--- src/rtl/clk_fallback_pkg.sv ---
package clk_fallback_pkg;
  localparam int SEL_W = 2;
  localparam int EVT_N = 3;

  typedef enum logic [SEL_W-1:0] {
    SRC_OSC  = 2'b00,
    SRC_PLL  = 2'b01,
    SRC_SELF = 2'b10
  } src_e;

  // event index into the pulse vector
  localparam int EVT_ENTER = 0;
  localparam int EVT_EXIT  = 1;
  localparam int EVT_MRST  = 2;
endpackage

--- src/rtl/cfb_rst_sync.sv ---
module cfb_rst_sync #(
  parameter int STAGES = 2
) (
  input  logic clk,
  input  logic rst_n,
  output logic rst_sync_n
);
  logic [STAGES-1:0] chain_q;

  genvar g;
  generate
    for (g = 0; g < STAGES; g++) begin : g_stage
      if (g == 0) begin : g_first
        always_ff @(posedge clk or negedge rst_n) begin
          if (!rst_n) chain_q[g] <= 1'b0;
          else        chain_q[g] <= 1'b1;
        end
      end else begin : g_next
        always_ff @(posedge clk or negedge rst_n) begin
          if (!rst_n) chain_q[g] <= 1'b0;
          else        chain_q[g] <= chain_q[g-1];
        end
      end
    end
  endgenerate

  assign rst_sync_n = chain_q[STAGES-1];
endmodule

--- src/rtl/cfb_mode_fsm.sv ---
module cfb_mode_fsm
  import clk_fallback_pkg::*;
(
  input  logic             clk,
  input  logic             rst_n,
  input  logic             step_en,
  input  logic             osc_lost,
  input  logic             osc_good,
  input  logic             mon_en,
  input  logic             scm_en,
  input  logic             pll_wr,
  input  logic             pll_val,
  output logic             scm_q,
  output logic             pll_q,
  output logic             scm_d,
  output logic             pll_d,
  output logic             static_d,
  output logic [EVT_N-1:0] evt_d
);
  always_comb begin
    scm_d    = scm_q;
    pll_d    = pll_q;
    evt_d    = '0;
    static_d = !scm_q && !mon_en && osc_lost && !pll_q;
    if (step_en) begin
      if (scm_q) begin
        // writes to the PLL bit are dropped here
        if (osc_good) begin
          scm_d            = 1'b0;
          evt_d[EVT_EXIT]  = 1'b1;
        end
      end else if (osc_lost && mon_en && scm_en) begin
        scm_d            = 1'b1;
        pll_d            = 1'b0;
        evt_d[EVT_ENTER] = 1'b1;
      end else begin
        if (osc_lost && mon_en) evt_d[EVT_MRST] = 1'b1;
        if (pll_wr)             pll_d = pll_val;
      end
    end
  end

  always_ff @(posedge clk or negedge rst_n) begin
    if (!rst_n) begin
      scm_q <= 1'b0;
      pll_q <= 1'b0;
    end else if (step_en) begin
      scm_q <= scm_d;
      pll_q <= pll_d;
    end
  end
endmodule

--- src/rtl/cfb_src_reg.sv ---
module cfb_src_reg
  import clk_fallback_pkg::*;
(
  input  logic             clk,
  input  logic             rst_n,
  input  logic             step_en,
  input  logic             scm_d,
  input  logic             pll_d,
  input  logic             static_d,
  output logic [SEL_W-1:0] src_sel,
  output logic             clk_static
);
  src_e src_d, src_q;
  logic static_q;

  always_comb begin
    if (scm_d)      src_d = SRC_SELF;
    else if (pll_d) src_d = SRC_PLL;
    else            src_d = SRC_OSC;
  end

  always_ff @(posedge clk or negedge rst_n) begin
    if (!rst_n) begin
      src_q    <= SRC_OSC;
      static_q <= 1'b0;
    end else if (step_en) begin
      src_q    <= src_d;
      static_q <= static_d;
    end
  end

  assign src_sel    = src_q;
  assign clk_static = static_q;
endmodule

--- src/rtl/cfb_event_reg.sv ---
module cfb_event_reg
  import clk_fallback_pkg::*;
(
  input  logic             clk,
  input  logic             rst_n,
  input  logic [EVT_N-1:0] evt_d,
  output logic [EVT_N-1:0] evt_q
);
  genvar g;
  generate
    for (g = 0; g < EVT_N; g++) begin : g_evt
      always_ff @(posedge clk or negedge rst_n) begin
        if (!rst_n) evt_q[g] <= 1'b0;
        else        evt_q[g] <= evt_d[g];
      end
    end
  endgenerate
endmodule

--- src/rtl/clk_fallback_ctrl.sv ---
module clk_fallback_ctrl
  import clk_fallback_pkg::*;
#(
  parameter int RST_STAGES = 2
) (
  input  logic             clk,
  input  logic             rst_n,
  input  logic             step_en,
  input  logic             osc_lost,
  input  logic             osc_good,
  input  logic             mon_en,
  input  logic             scm_en,
  input  logic             pll_wr,
  input  logic             pll_val,
  output logic [SEL_W-1:0] src_sel,
  output logic             pll_sel,
  output logic             scm_active,
  output logic             clk_static,
  output logic             mon_rst_req,
  output logic             scm_enter_p,
  output logic             scm_exit_p
);
  logic             rst_int_n;
  logic             scm_q, pll_q, scm_d, pll_d, static_d;
  logic [EVT_N-1:0] evt_d, evt_q;

  cfb_rst_sync #(.STAGES(RST_STAGES)) i_rst (
    .clk(clk), .rst_n(rst_n), .rst_sync_n(rst_int_n)
  );

  cfb_mode_fsm i_fsm (
    .clk(clk), .rst_n(rst_int_n), .step_en(step_en),
    .osc_lost(osc_lost), .osc_good(osc_good), .mon_en(mon_en),
    .scm_en(scm_en), .pll_wr(pll_wr), .pll_val(pll_val),
    .scm_q(scm_q), .pll_q(pll_q), .scm_d(scm_d), .pll_d(pll_d),
    .static_d(static_d), .evt_d(evt_d)
  );

  cfb_src_reg i_src (
    .clk(clk), .rst_n(rst_int_n), .step_en(step_en),
    .scm_d(scm_d), .pll_d(pll_d), .static_d(static_d),
    .src_sel(src_sel), .clk_static(clk_static)
  );

  cfb_event_reg i_evt (
    .clk(clk), .rst_n(rst_int_n), .evt_d(evt_d), .evt_q(evt_q)
  );

  assign pll_sel     = pll_q;
  assign scm_active  = scm_q;
  assign scm_enter_p = evt_q[EVT_ENTER];
  assign scm_exit_p  = evt_q[EVT_EXIT];
  assign mon_rst_req = evt_q[EVT_MRST];
endmodule

--- config.mk ---
export PLATFORM = sky130hd
export DESIGN_NAME = clk_fallback_ctrl
export DESIGN_NICKNAME = d
export VERILOG_FILES = /design/src/rtl/clk_fallback_pkg.sv /design/src/rtl/cfb_rst_sync.sv /design/src/rtl/cfb_mode_fsm.sv /design/src/rtl/cfb_src_reg.sv /design/src/rtl/cfb_event_reg.sv /design/src/rtl/clk_fallback_ctrl.sv
export SDC_FILE = /design/constraint.sdc
export NUM_CORES = 1
export LEC_CHECK = 0
export CORE_AREA = 2 2 39 41
export DETAILED_ROUTE_END_ITERATION = 7
export DIE_AREA = 0 0 41 43
export DONT_BUFFER_PORTS = 1
export GPL_TIMING_DRIVEN = 1
export MAX_ROUTING_LAYER = met4
export SETUP_SLACK_MARGIN = 0.02
export SLEW_MARGIN = 20
export SYNTH_ARGS = -nofsm -noshare
export SYNTH_HDL_FRONTEND = slang
export SYNTH_HIERARCHICAL = 1
export SYNTH_SLANG_ARGS = --single-unit
export TNS_END_PERCENT = 30
--- constraint.sdc ---
create_clock -name clk -period 0.8 [get_ports clk]
set_input_delay 0.16 -clock clk [delete_from_list [all_inputs] [get_ports clk]]
set_output_delay 0.16 -clock clk [all_outputs]
set_load 0.05 [all_outputs]
==> summary.txt, run 1 <==
Flow run
  – Max-cap viol count: 0

Status
  – Failing checks: negative setup slack
  – Status: finished with violations

Route
  – ANT nets after route: 0
  – Pre-antenna DRT Iters: 3
  – DRT iter0 DRCs: 4
  – Post-route DRC: 0
  – Via count of the routed design: 278
  – Via-to-Cell Ratio: 4.41
  – Routed len/inst: 12.8 um
  – Final WL: 808 um

Setup path
  – Largest delay share family, worst path: flip-flops
  – Worst Setup Path Type: reg2reg
  – Crit-path slowest cell: dfrtp_2
  – Startpoint Class: register
  – Critical path buffers and inverters: 0
  – Setup crit end kind: register
  – Critical Path RT: 0.95 ns
  – Critical-path maximum fanout: 4
  – Largest stage delay on the critical path: 0.42 ns
  – WP data arrival: 1.35 ns
  – Critical path, cell by cell: nand3b_1 -> mux2i_1 -> nor2_1 -> nand3b_1 -> o21ai_1
  – Most used cell, CP: nand3b_1

Layout
  – Share of cells above drive strength 1: 0.447
  – Most frequent cells in the layout: dfrtp_1 (9), buf_12 (4)
  – Final instance area: 623 sq um
  – N_diodes: 0
  – # fillers: 129
  – Most common cell after layout, fill and taps aside: dfrtp_1
  – Synthesis-to-finish area growth: 59.1%
  – Nets: 57

Place
  – HPWL Detailed: 617 um
  – IO buf count: 0
  – Placement Cell Area: 519 sq um
  – Placer Congestion: 0.763

Floorplan
  – Core Area: 0.00138 sq mm
  – Initial Util: 0.283
  – Die ar.: 0.00176 sq mm
  – # IOs: 17
  – Num rows: 14
  – Chip Width: 41 um
  – Die Y: 43 um

Pwr
  – Leak: 0.313 nW
  – VDD IR max: 1.07 mV
  – P per Cell Area: 2350 mW/mm^2
  – Final Total Pwr: 1.46 mW

Timing
  – Total negative slack: -3.39 ns
  – Fin. max-slew vios: 0
  – Final Cycle Share: 1.50
  – RSZ-0062 raised after global routing: yes
  – Setup ws final: -0.403 ns
  – Minimum clock period: 1.20 ns
  – Final Hold Fails: 0
  – Max Clock Freq: 831 MHz
  – # setup viols final: 16
  – Worst-case clock skew: 0.00123 ns

Synthesis
  – Avg Cell Area, Syn: 13.1 sq um
  – Distinct cells, synth: 16
  – Yosys warns: 6
  – Mapped Nets: 39
  – Post-Synthesis Cells: 30
  – Mapped Area: 392 sq um
  – FF+latch count, synth: 10
  – Seq/Total Area, Yosys: 0.639

Clock tree
  – Clk root buf: clkbuf_4
  – # H-tree levels: 1
  – CTS tree: done
  – Clock Sinks: 10
  – CTS Buffer Depth: 2
  – Worst-path clk slew: 0.06 ns
  – Clock Latency Late Sink: 0.26 ns
  – CTS buffer count: 3

Global route
  – First-pass GRT wire length: 1.15 mm
  – Final global-route overflow total: 0
  – Total GRT Usage: 0.110
  – Vias in the first global route: 260
  – Initial antenna violation count: 0
  – Largest net degree at the start of global routing: 10

Min path
  – Hold Path Class: in2reg
-- cells by family after synthesis --
| group | after synthesis | share of synthesized area |
|---|---|---|
| mux | 3 | 0.0831 |
| flops | 10 | 0.639 |
| buf+inv | 2 | 0.0383 |
| other cells | 1 | 0.00958 |
| simple gates | 11 | 0.179 |
| compound gates | 3 | 0.0511 |
-- Yosys cell counts --
cell type,count,area share
a21o_1,2,0.038
and3_2,1,0.019
and4_4,1,0.029
buf_6,1,0.029
conb_1,1,0.0096
dfrtp_1,10,0.64
inv_1,1,0.0096
mux2_2,2,0.058
mux2i_1,1,0.026
nand2_1,1,0.0096
nand3_1,1,0.013
nand3b_1,2,0.038
nor2_1,3,0.029
nor2b_2,1,0.022
nor3b_1,1,0.019
o21ai_0,1,0.013
-- worst paths after layout --
check / slack, ns / cells after the start / from / to
min in group asynchronous: 0.12 / 1 / rst_n / i_rst/rst_sync_n$_DFF_PN0_
max reg2reg: -0.40 / 5 / i_fsm/scm_q$_DFFE_PN0P_ / i_src/src_sel[0]$_DFFE_PN0P_
min reg2reg: 0.13 / 0 / i_rst/rst_sync_n$_DFF_PN0_ / i_src/src_sel[1]$_DFFE_PN0P_
max in group asynchronous: 0.40 / 0 / i_rst/rst_sync_n$_DFF_PN0_ / i_fsm/scm_q$_DFFE_PN0P_
max: -0.40 / 5 / i_fsm/scm_q$_DFFE_PN0P_ / i_src/src_sel[0]$_DFFE_PN0P_
min: 0.03 / 2 / step_en / i_evt/evt_q[2]$_DFF_PN0_
-- per-layer routing --
layer  vias to the layer above  global-route usage  wire length [um]
li1                        134                   -                 -
met1                       138              0.0878               264
met2                         6               0.178               498
met3                         0              0.0524                46
met4                         0              0.0800                 0
met5                         -                   -                 0
-- where the power goes --
group / internal, mW / switching, mW
Sequential: 0.554 / 0.0498
Combinational: 0.196 / 0.223
Clock: 0.276 / 0.166
-- flip-flops by register name (all words and copies together) (netlist names) --
name,cells
i_src/src_sel,2
i_rst/chain_q,1
i_evt/evt_q,3
i_fsm/pll_q,1
i_rst/rst_sync_n,1
i_fsm/scm_q,1
i_src/clk_static,1
-- worst reg2reg max path: cells and delay by family, from the launching register on --
| kind | cells | cell delay (ns) |
|---|---|---|
| flip-flops | 1 | 0.42 |
| AND/OR/NAND/NOR | 3 | 0.35 |
| multiplexers | 1 | 0.25 |
| AO/OA/AOI/OAI | 1 | 0.07 |
-- area by class of cell --
cell class,count,area (sq um),share of cell area
inverters,1,3.75,0.00602
multi-input cells,18,130,0.209
clock buffers,4,36.3,0.0582
flip-flops and latches,10,251,0.404
well taps,16,20.0,0.0321
repair buffers,14,181,0.291
-- per-stage QoR --
stage	hold WS [ns]	std cells	utilization	setup slack [ns]
CTS	0.0163	63	0.448	-0.366
global placement	-0.136	54	0.375	-0.350
detailed placement	-0.136	54	0.375	-0.367
global route	0.00882	63	0.450	-0.453
finish	0.0337	63	0.450	-0.403
floorplan	-0.136	30	-	-0.587
-- repair_timing --
item	in CTS	in global routing
hold endpoints to repair	4	0
setup endpoints to repair	16	16
hold buffers	3	0
setup buffers	2	0
resized for setup	5	1
(Power assumes the default switching activity.)
==> run 2: changes to the inputs <==
==> constraint.sdc (replaced) <==
create_clock -name clk -period 0.8 [get_ports clk]
set_input_delay 0.12 -clock clk [delete_from_list [all_inputs] [get_ports clk]]
set_output_delay 0.12 -clock clk [all_outputs]
set_load 0.05 [all_outputs]
==> run 2 against run 1 <==
Net effect:
- the run ends with negative hold slack, negative setup slack left
- worst hold slack got worse by 0.091 ns
- via count increased by 0.36%
- largest power group unchanged
- maximum frequency up 0.59%
- sequential share of layout area fell by 0.64 points
- register-to-register slack barely moved
- die area unchanged
- critical path depth unchanged
- combinational power rose by 4%
==> summary.txt, run 2 (synthesis gave the netlist of run 1 again) <==
Floorplan
  – Initial Util: 0.283 (unchanged)
  – Die ar.: 0.00176 sq mm (unchanged)
  – Chip Width: 41 um (unchanged)
  – Die Y: 43 um (unchanged)
  – # IOs: 17 (unchanged)
  – Core Area: 0.00138 sq mm (unchanged)
  – Num rows: 14 (unchanged)

Place
  – IO buf count: 0 (unchanged)
  – HPWL Detailed: 617 um (unchanged)
  – Pre-CTS setup slack: -0.367 ns (unchanged)
  – Placement Cell Area: 519 sq um (unchanged)
  – Placed cell count: 54 (unchanged)
  – Placer Congestion: 0.763 (unchanged)

Global route
  – Total GRT Usage: 0.104 (-0.00522)
  – Final global-route overflow total: 0 (unchanged)
  – First-pass GRT wire length: 1.08 mm (-5.4%)
  – Initial antenna violation count: 0 (unchanged)
  – Vias in the first global route: 257 (-1.2%)
  – Largest net degree at the start of global routing: 10 (unchanged)

Clock tree
  – Worst-path clk slew: 0.06 ns (about the same)
  – # H-tree levels: 1 (unchanged)
  – CTS Buffer Depth: 2 (unchanged)
  – Clock Sinks: 10 (unchanged)
  – CTS buffer count: 3 (unchanged)
  – CTS tree: done
  – Clk root buf: clkbuf_4
  – Clock Latency Late Sink: 0.26 ns (about the same)
  – Cts hold-fix bufs: 2 (-1)

Layout
  – Share of cells above drive strength 1: 0.468 (+0.0213)
  – Footprint of the multi-input gates: 134 sq um (+2.9%)
  – Nets: 57 (unchanged)
  – N_diodes: 0 (unchanged)
  – Final Util: 0.458 (+0.00723)
  – Register Area: 251 sq um (unchanged)
  – Final instance area: 633 sq um (+1.6%)
  – Fin cells: 63 (unchanged)
  – Most frequent cells in the layout: dfrtp_1 (9), buf_12 (5), buf_6 (4)
  – # fillers: 129 (unchanged)
  – Synthesis-to-finish area growth: 61.7%
  – Top reg by flops: i_evt/evt_q
  – Most common cell after layout, fill and taps aside: dfrtp_1
  – Largest register FFs: 3 (unchanged)

Timing
  – Total negative slack: -3.29 ns (+0.0960 ns)
  – RSZ-0062 raised after global routing: yes
  – Minimum clock period: 1.20 ns (-0.00706 ns)
  – Max Clock Freq: 836 MHz (+0.59%)
  – Fin. max-slew vios: 0 (unchanged)
  – Setup ws final: -0.396 ns (+0.00706 ns)
  – Min Hold Slack: -0.0577 ns (-0.0914 ns)
  – Final Cycle Share: 1.50 (-0.00883)
  – # setup viols final: 16 (unchanged)
  – Worst-case clock skew: 0.00149 ns (+0.000261 ns)
  – Final Hold Fails: 2 (+2)

Route
  – Post-route DRC: 0 (unchanged)
  – DRT iter0 DRCs: 4 (unchanged)
  – Pre-antenna DRT Iters: 2 (-1)
  – Final WL: 797 um (-1.4%)
  – ANT nets after route: 0 (unchanged)
  – Routed len/inst: 12.7 um (-1.4%)
  – Via count of the routed design: 279 (+0.36%)
  – Via-to-Cell Ratio: 4.43 (+0.36%)

Setup path
  – Critical Path RT: 0.95 ns (about the same)
  – Setup crit end kind: register
  – Worst Setup Path Type: reg2reg
  – WP data arrival: 1.35 ns (about the same)
  – Startpoint Class: register
  – Critical-path maximum fanout: 4 (unchanged)

Status
  – Failing checks: negative hold slack, negative setup slack
  – Status: finished with violations

Flow run
  – Max-cap viol count: 0 (unchanged)

Pwr
  – Leak: 0.315 nW (+0.62%)
  – Final Total Pwr: 1.48 mW (+1.1%)
  – P per Cell Area: 2340 mW/mm^2 (-0.49%)
  – VDD IR max: 1.07 mV (about the same)

Min path
  – Hold Path Class: in2reg
==> run 2: cell count changes in the layout (fill, tap and decap cells not counted), sizes merged <==
cell and change:
buf +1, dlygate4sd3 -1
==> run 2: worst paths after layout <==
| kind | depth (start not counted) | from | slack [ns] | end |
|---|---|---|---|---|
| min in group asynchronous | 1 | rst_n | 0.08 | i_rst/rst_sync_n$_DFF_PN0_ |
| min reg2reg | 0 | i_rst/rst_sync_n$_DFF_PN0_ | 0.14 | i_src/src_sel[1]$_DFFE_PN0P_ |
| min | 1 | step_en | -0.06 | i_src/src_sel[0]$_DFFE_PN0P_ |
| max in group asynchronous | 0 | i_rst/rst_sync_n$_DFF_PN0_ | 0.39 | i_fsm/scm_q$_DFFE_PN0P_ |
| max | 5 | i_fsm/scm_q$_DFFE_PN0P_ | -0.40 | i_src/src_sel[0]$_DFFE_PN0P_ |
| max reg2reg | 5 | i_fsm/scm_q$_DFFE_PN0P_ | -0.40 | i_src/src_sel[0]$_DFFE_PN0P_ |
==> run 2: report_power, final <==
part / switching, mW / leakage (nW) / internal, mW / total [mW]
registers: 0.0503 / 0.128 / 0.554 / 0.605
clock network: 0.166 / 0.0210 / 0.276 / 0.442
logic: 0.224 / 0.166 / 0.210 / 0.434
total: 0.441 / 0.315 / 1.04 / 1.48
==> run 2: area by class of cell <==
| type | count | share of cell area |
|---|---|---|
| inverters | 1 | 0.00593 |
| flip-flops and latches | 10 | 0.397 |
| well taps | 16 | 0.0316 |
| repair buffers | 14 | 0.296 |
| clock buffers | 4 | 0.0573 |
| multi-input cells | 18 | 0.211 |
==> run 2: layer usage <==
metal,global-route usage,up-vias,part of all wire
met4,0.0800,0,0
met5,-,-,0
met2,0.169,6,0.61
met1,0.0811,138,0.34
met3,0.0524,0,0.055
li1,-,135,-
==> run 2: repair_timing <==
item,CTS,global route
endpoints found under the setup margin,16,16
resized for setup,5,4
setup buffers,2,1
gates cloned,0,0
hold endpoints to repair,4,5
pin swaps,1,1
==> run 2: critical path, stage by stage (launching register included) <==
cell and delay, ns:
dfrtp_2 0.42, nand3b_1 0.19, mux2i_1 0.24, nor2_1 0.08, nand3b_1 0.09, o21ai_1 0.06
==> run 3: changes to the inputs <==
CAP_MARGIN = 20   (was default)
REMOVE_ABC_BUFFERS = 1   (was default)
==> run 3 against run 2 <==
Net effect:
- the run still ends with negative hold slack, negative setup slack left
- wire length up 3.6%
- critical endpoint unchanged
- flip-flop and latch count unchanged
- first-iteration DRC count up 25%
- clock skew up 0.0085 ns
- worst setup slack better by 0.049 ns
- power down 9.8%
- non-clock buffer count up 1
- combinational power down 6.0%
- sequential power about the same
- cell count unchanged
==> summary.txt, run 3 (synthesis gave the netlist of run 1 again) <==
Floorplan
  – Core Area: 0.00138 sq mm (unchanged)
  – Die ar.: 0.00176 sq mm (unchanged)
  – Chip Width: 41 um (unchanged)
  – Num rows: 14 (unchanged)
  – # IOs: 17 (unchanged)
  – Initial Util: 0.283 (unchanged)
  – Die Y: 43 um (unchanged)

Layout
  – Share of cells above drive strength 1: 0.489 (+0.0213)
  – Register Area: 250 sq um (-0.50%)
  – Footprint of the multi-input gates: 144 sq um (+7.5%)
  – Largest register FFs: 3 (unchanged)
  – Fin cells: 63 (unchanged)
  – N_diodes: 0 (unchanged)
  – # fillers: 135 (+4.7%)
  – Most frequent cells in the layout: dfrtp_1 (10), buf_4 (5), buf_6 (5), clkbuf_4 (3), buf_12 (3)
  – Top reg by flops: i_evt/evt_q
  – Nets: 58 (+1.8%)
  – Final Util: 0.444 (-0.0136)
  – Most common cell after layout, fill and taps aside: dfrtp_1
  – Synthesis-to-finish area growth: 56.9%

Timing
  – # setup viols final: 16 (unchanged)
  – Fin. max-slew vios: 0 (unchanged)
  – Setup ws final: -0.347 ns (+0.0490 ns)
  – Worst-case clock skew: 0.0100 ns (+0.00852 ns)
  – RSZ-0062 raised after global routing: yes
  – Final Hold Fails: 2 (unchanged)
  – Total negative slack: -3.18 ns (+0.109 ns)
  – Min Hold Slack: -0.0485 ns (+0.00924 ns)
  – Minimum clock period: 1.15 ns (-0.0490 ns)
  – Final Cycle Share: 1.43 (-0.0613)
  – Max Clock Freq: 872 MHz (+4.3%)

Clock tree
  – # H-tree levels: 1 (unchanged)
  – CTS buffer count: 3 (unchanged)
  – CTS Buffer Depth: 2 (unchanged)
  – Worst-path clk slew: 0.06 ns (about the same)
  – CTS tree: done
  – Clock Latency Late Sink: 0.26 ns (about the same)
  – Cts hold-fix bufs: 2 (unchanged)
  – Clock Sinks: 10 (unchanged)
  – Clk root buf: clkbuf_4

Route
  – Post-route DRC: 0 (unchanged)
  – Routed len/inst: 13.1 um (+3.6%)
  – ANT nets after route: 0 (unchanged)
  – Final WL: 826 um (+3.6%)
  – Pre-antenna DRT Iters: 2 (unchanged)
  – Via-to-Cell Ratio: 4.59 (+3.6%)
  – DRT iter0 DRCs: 5 (+1)
  – Via count of the routed design: 289 (+3.6%)

Setup path
  – Critical-path maximum fanout: 3 (-1)
  – Worst Setup Path Type: reg2reg
  – Crit path capture: i_src/src_sel[0]$_DFFE_PN0P_
  – Critical Path RT: 0.95 ns (about the same)
  – WP data arrival: 1.30 ns (-0.05 ns)
  – CP startpoint: i_fsm/scm_q$_DFFE_PN0P_
  – Worst r2r src: i_fsm/scm_q$_DFFE_PN0P_
  – R2r endpoint: i_src/src_sel[0]$_DFFE_PN0P_
  – Setup crit end kind: register
  – Startpoint Class: register
  – R2R cell count: 5 (unchanged)
  – R2R Setup Slk: -0.35 ns (+0.05 ns)

Flow run
  – Max-cap viol count: 0 (unchanged)

Pwr
  – Logic pwr share: 0.306 (+0.013)
  – Psw: 0.429 mW (-2.6%)
  – Leak: 0.314 nW (-0.23%)
  – VDD IR max: 0.938 mV (-12%)
  – Internal power: 0.906 mW (-13%)
  – Clock Power Share: 0.243 (-0.056)
  – Sequential Power Share: 0.451 (+0.043)
  – Net Sw Frac: 0.321 (+0.0238)
  – P per Cell Area: 2170 mW/mm^2 (-7.1%)

Global route
  – Final global-route overflow total: 0 (unchanged)
  – Vias in the first global route: 279 (+8.6%)
  – Initial antenna violation count: 0 (unchanged)
  – Total GRT Usage: 0.109 (+0.00441)
  – Largest net degree at the start of global routing: 10 (unchanged)
  – First-pass GRT wire length: 1.12 mm (+3.1%)

Place
  – IO buf count: 0 (unchanged)
  – Placed cell count: 56 (+3.7%)
  – Placer Congestion: 0.710 (-7.0%)
  – Pre-CTS setup slack: -0.402 ns (-0.0349 ns)

Status
  – Status: finished with violations
  – Failing checks: negative hold slack, negative setup slack

Min path
  – Hold Path Class: in2reg
  – Hold Path Origin: step_en
[run 3: worst min-delay path by stage]
stage	end	slack (ns)	cells after the start
after floorplan	i_rst/chain_q[0]$_DFF_PN0_	-0.18	0
after CTS	i_src/src_sel[0]$_DFFE_PN0P_	-0.06	1
after global routing	i_src/src_sel[0]$_DFFE_PN0P_	-0.04	1
after global placement	i_rst/chain_q[0]$_DFF_PN0_	-0.18	0
final	i_src/src_sel[0]$_DFFE_PN0P_	-0.05	1
after detailed placement	i_rst/rst_sync_n$_DFF_PN0_	-0.18	0
[run 3: per-stage QoR]
step	power (mW)	instance area, sq um
3_5_place_dp	0.952	520
4_1_cts	1.33	599
3_3_place_gp	0.942	520
2_1_floorplan	0.815	380
6_report	1.33	614
5_1_grt	1.39	614
[run 3: routing by layer]
metal,vias up,GRT usage,wire length (um)
li1,135,-,-
met1,144,0.0782,268
met2,10,0.178,506
met3,0,0.0785,51
met4,0,0.0600,0
met5,-,-,0
[run 3: power groups by stage]
stage	clock network, mW	registers, mW	logic [mW]
finish	0.324	0.602	0.408
detailed placement	0	0.600	0.352
global route	0.363	0.608	0.423
floorplan	0	0.746	0.0685
CTS	0.337	0.597	0.396
global placement	0	0.597	0.345
[run 3: layout make-up]
class,count,share of cell area
clock buffers,3,0.0367
repair buffers,15,0.283
inverters,1,0.00611
flip-flops and latches,10,0.407
multi-input cells,18,0.234
well taps,16,0.0326
[run 3: timing repair]
item | 4_1_cts | 5_1_grt
endpoints found under the hold margin | 4 | 2
gates resized for setup | 7 | 3
endpoints found under the setup margin | 16 | 16
pin swaps | 1 | 0
buffers inserted | 2 | 0
[run 3: critical path, stage by stage, from the launching register on]
cell and delay, ns:
dfrtp_1 0.40, nor2b_2 0.13, and4_4 0.24, a21o_1 0.10, nand3b_1 0.10, o21ai_1 0.07
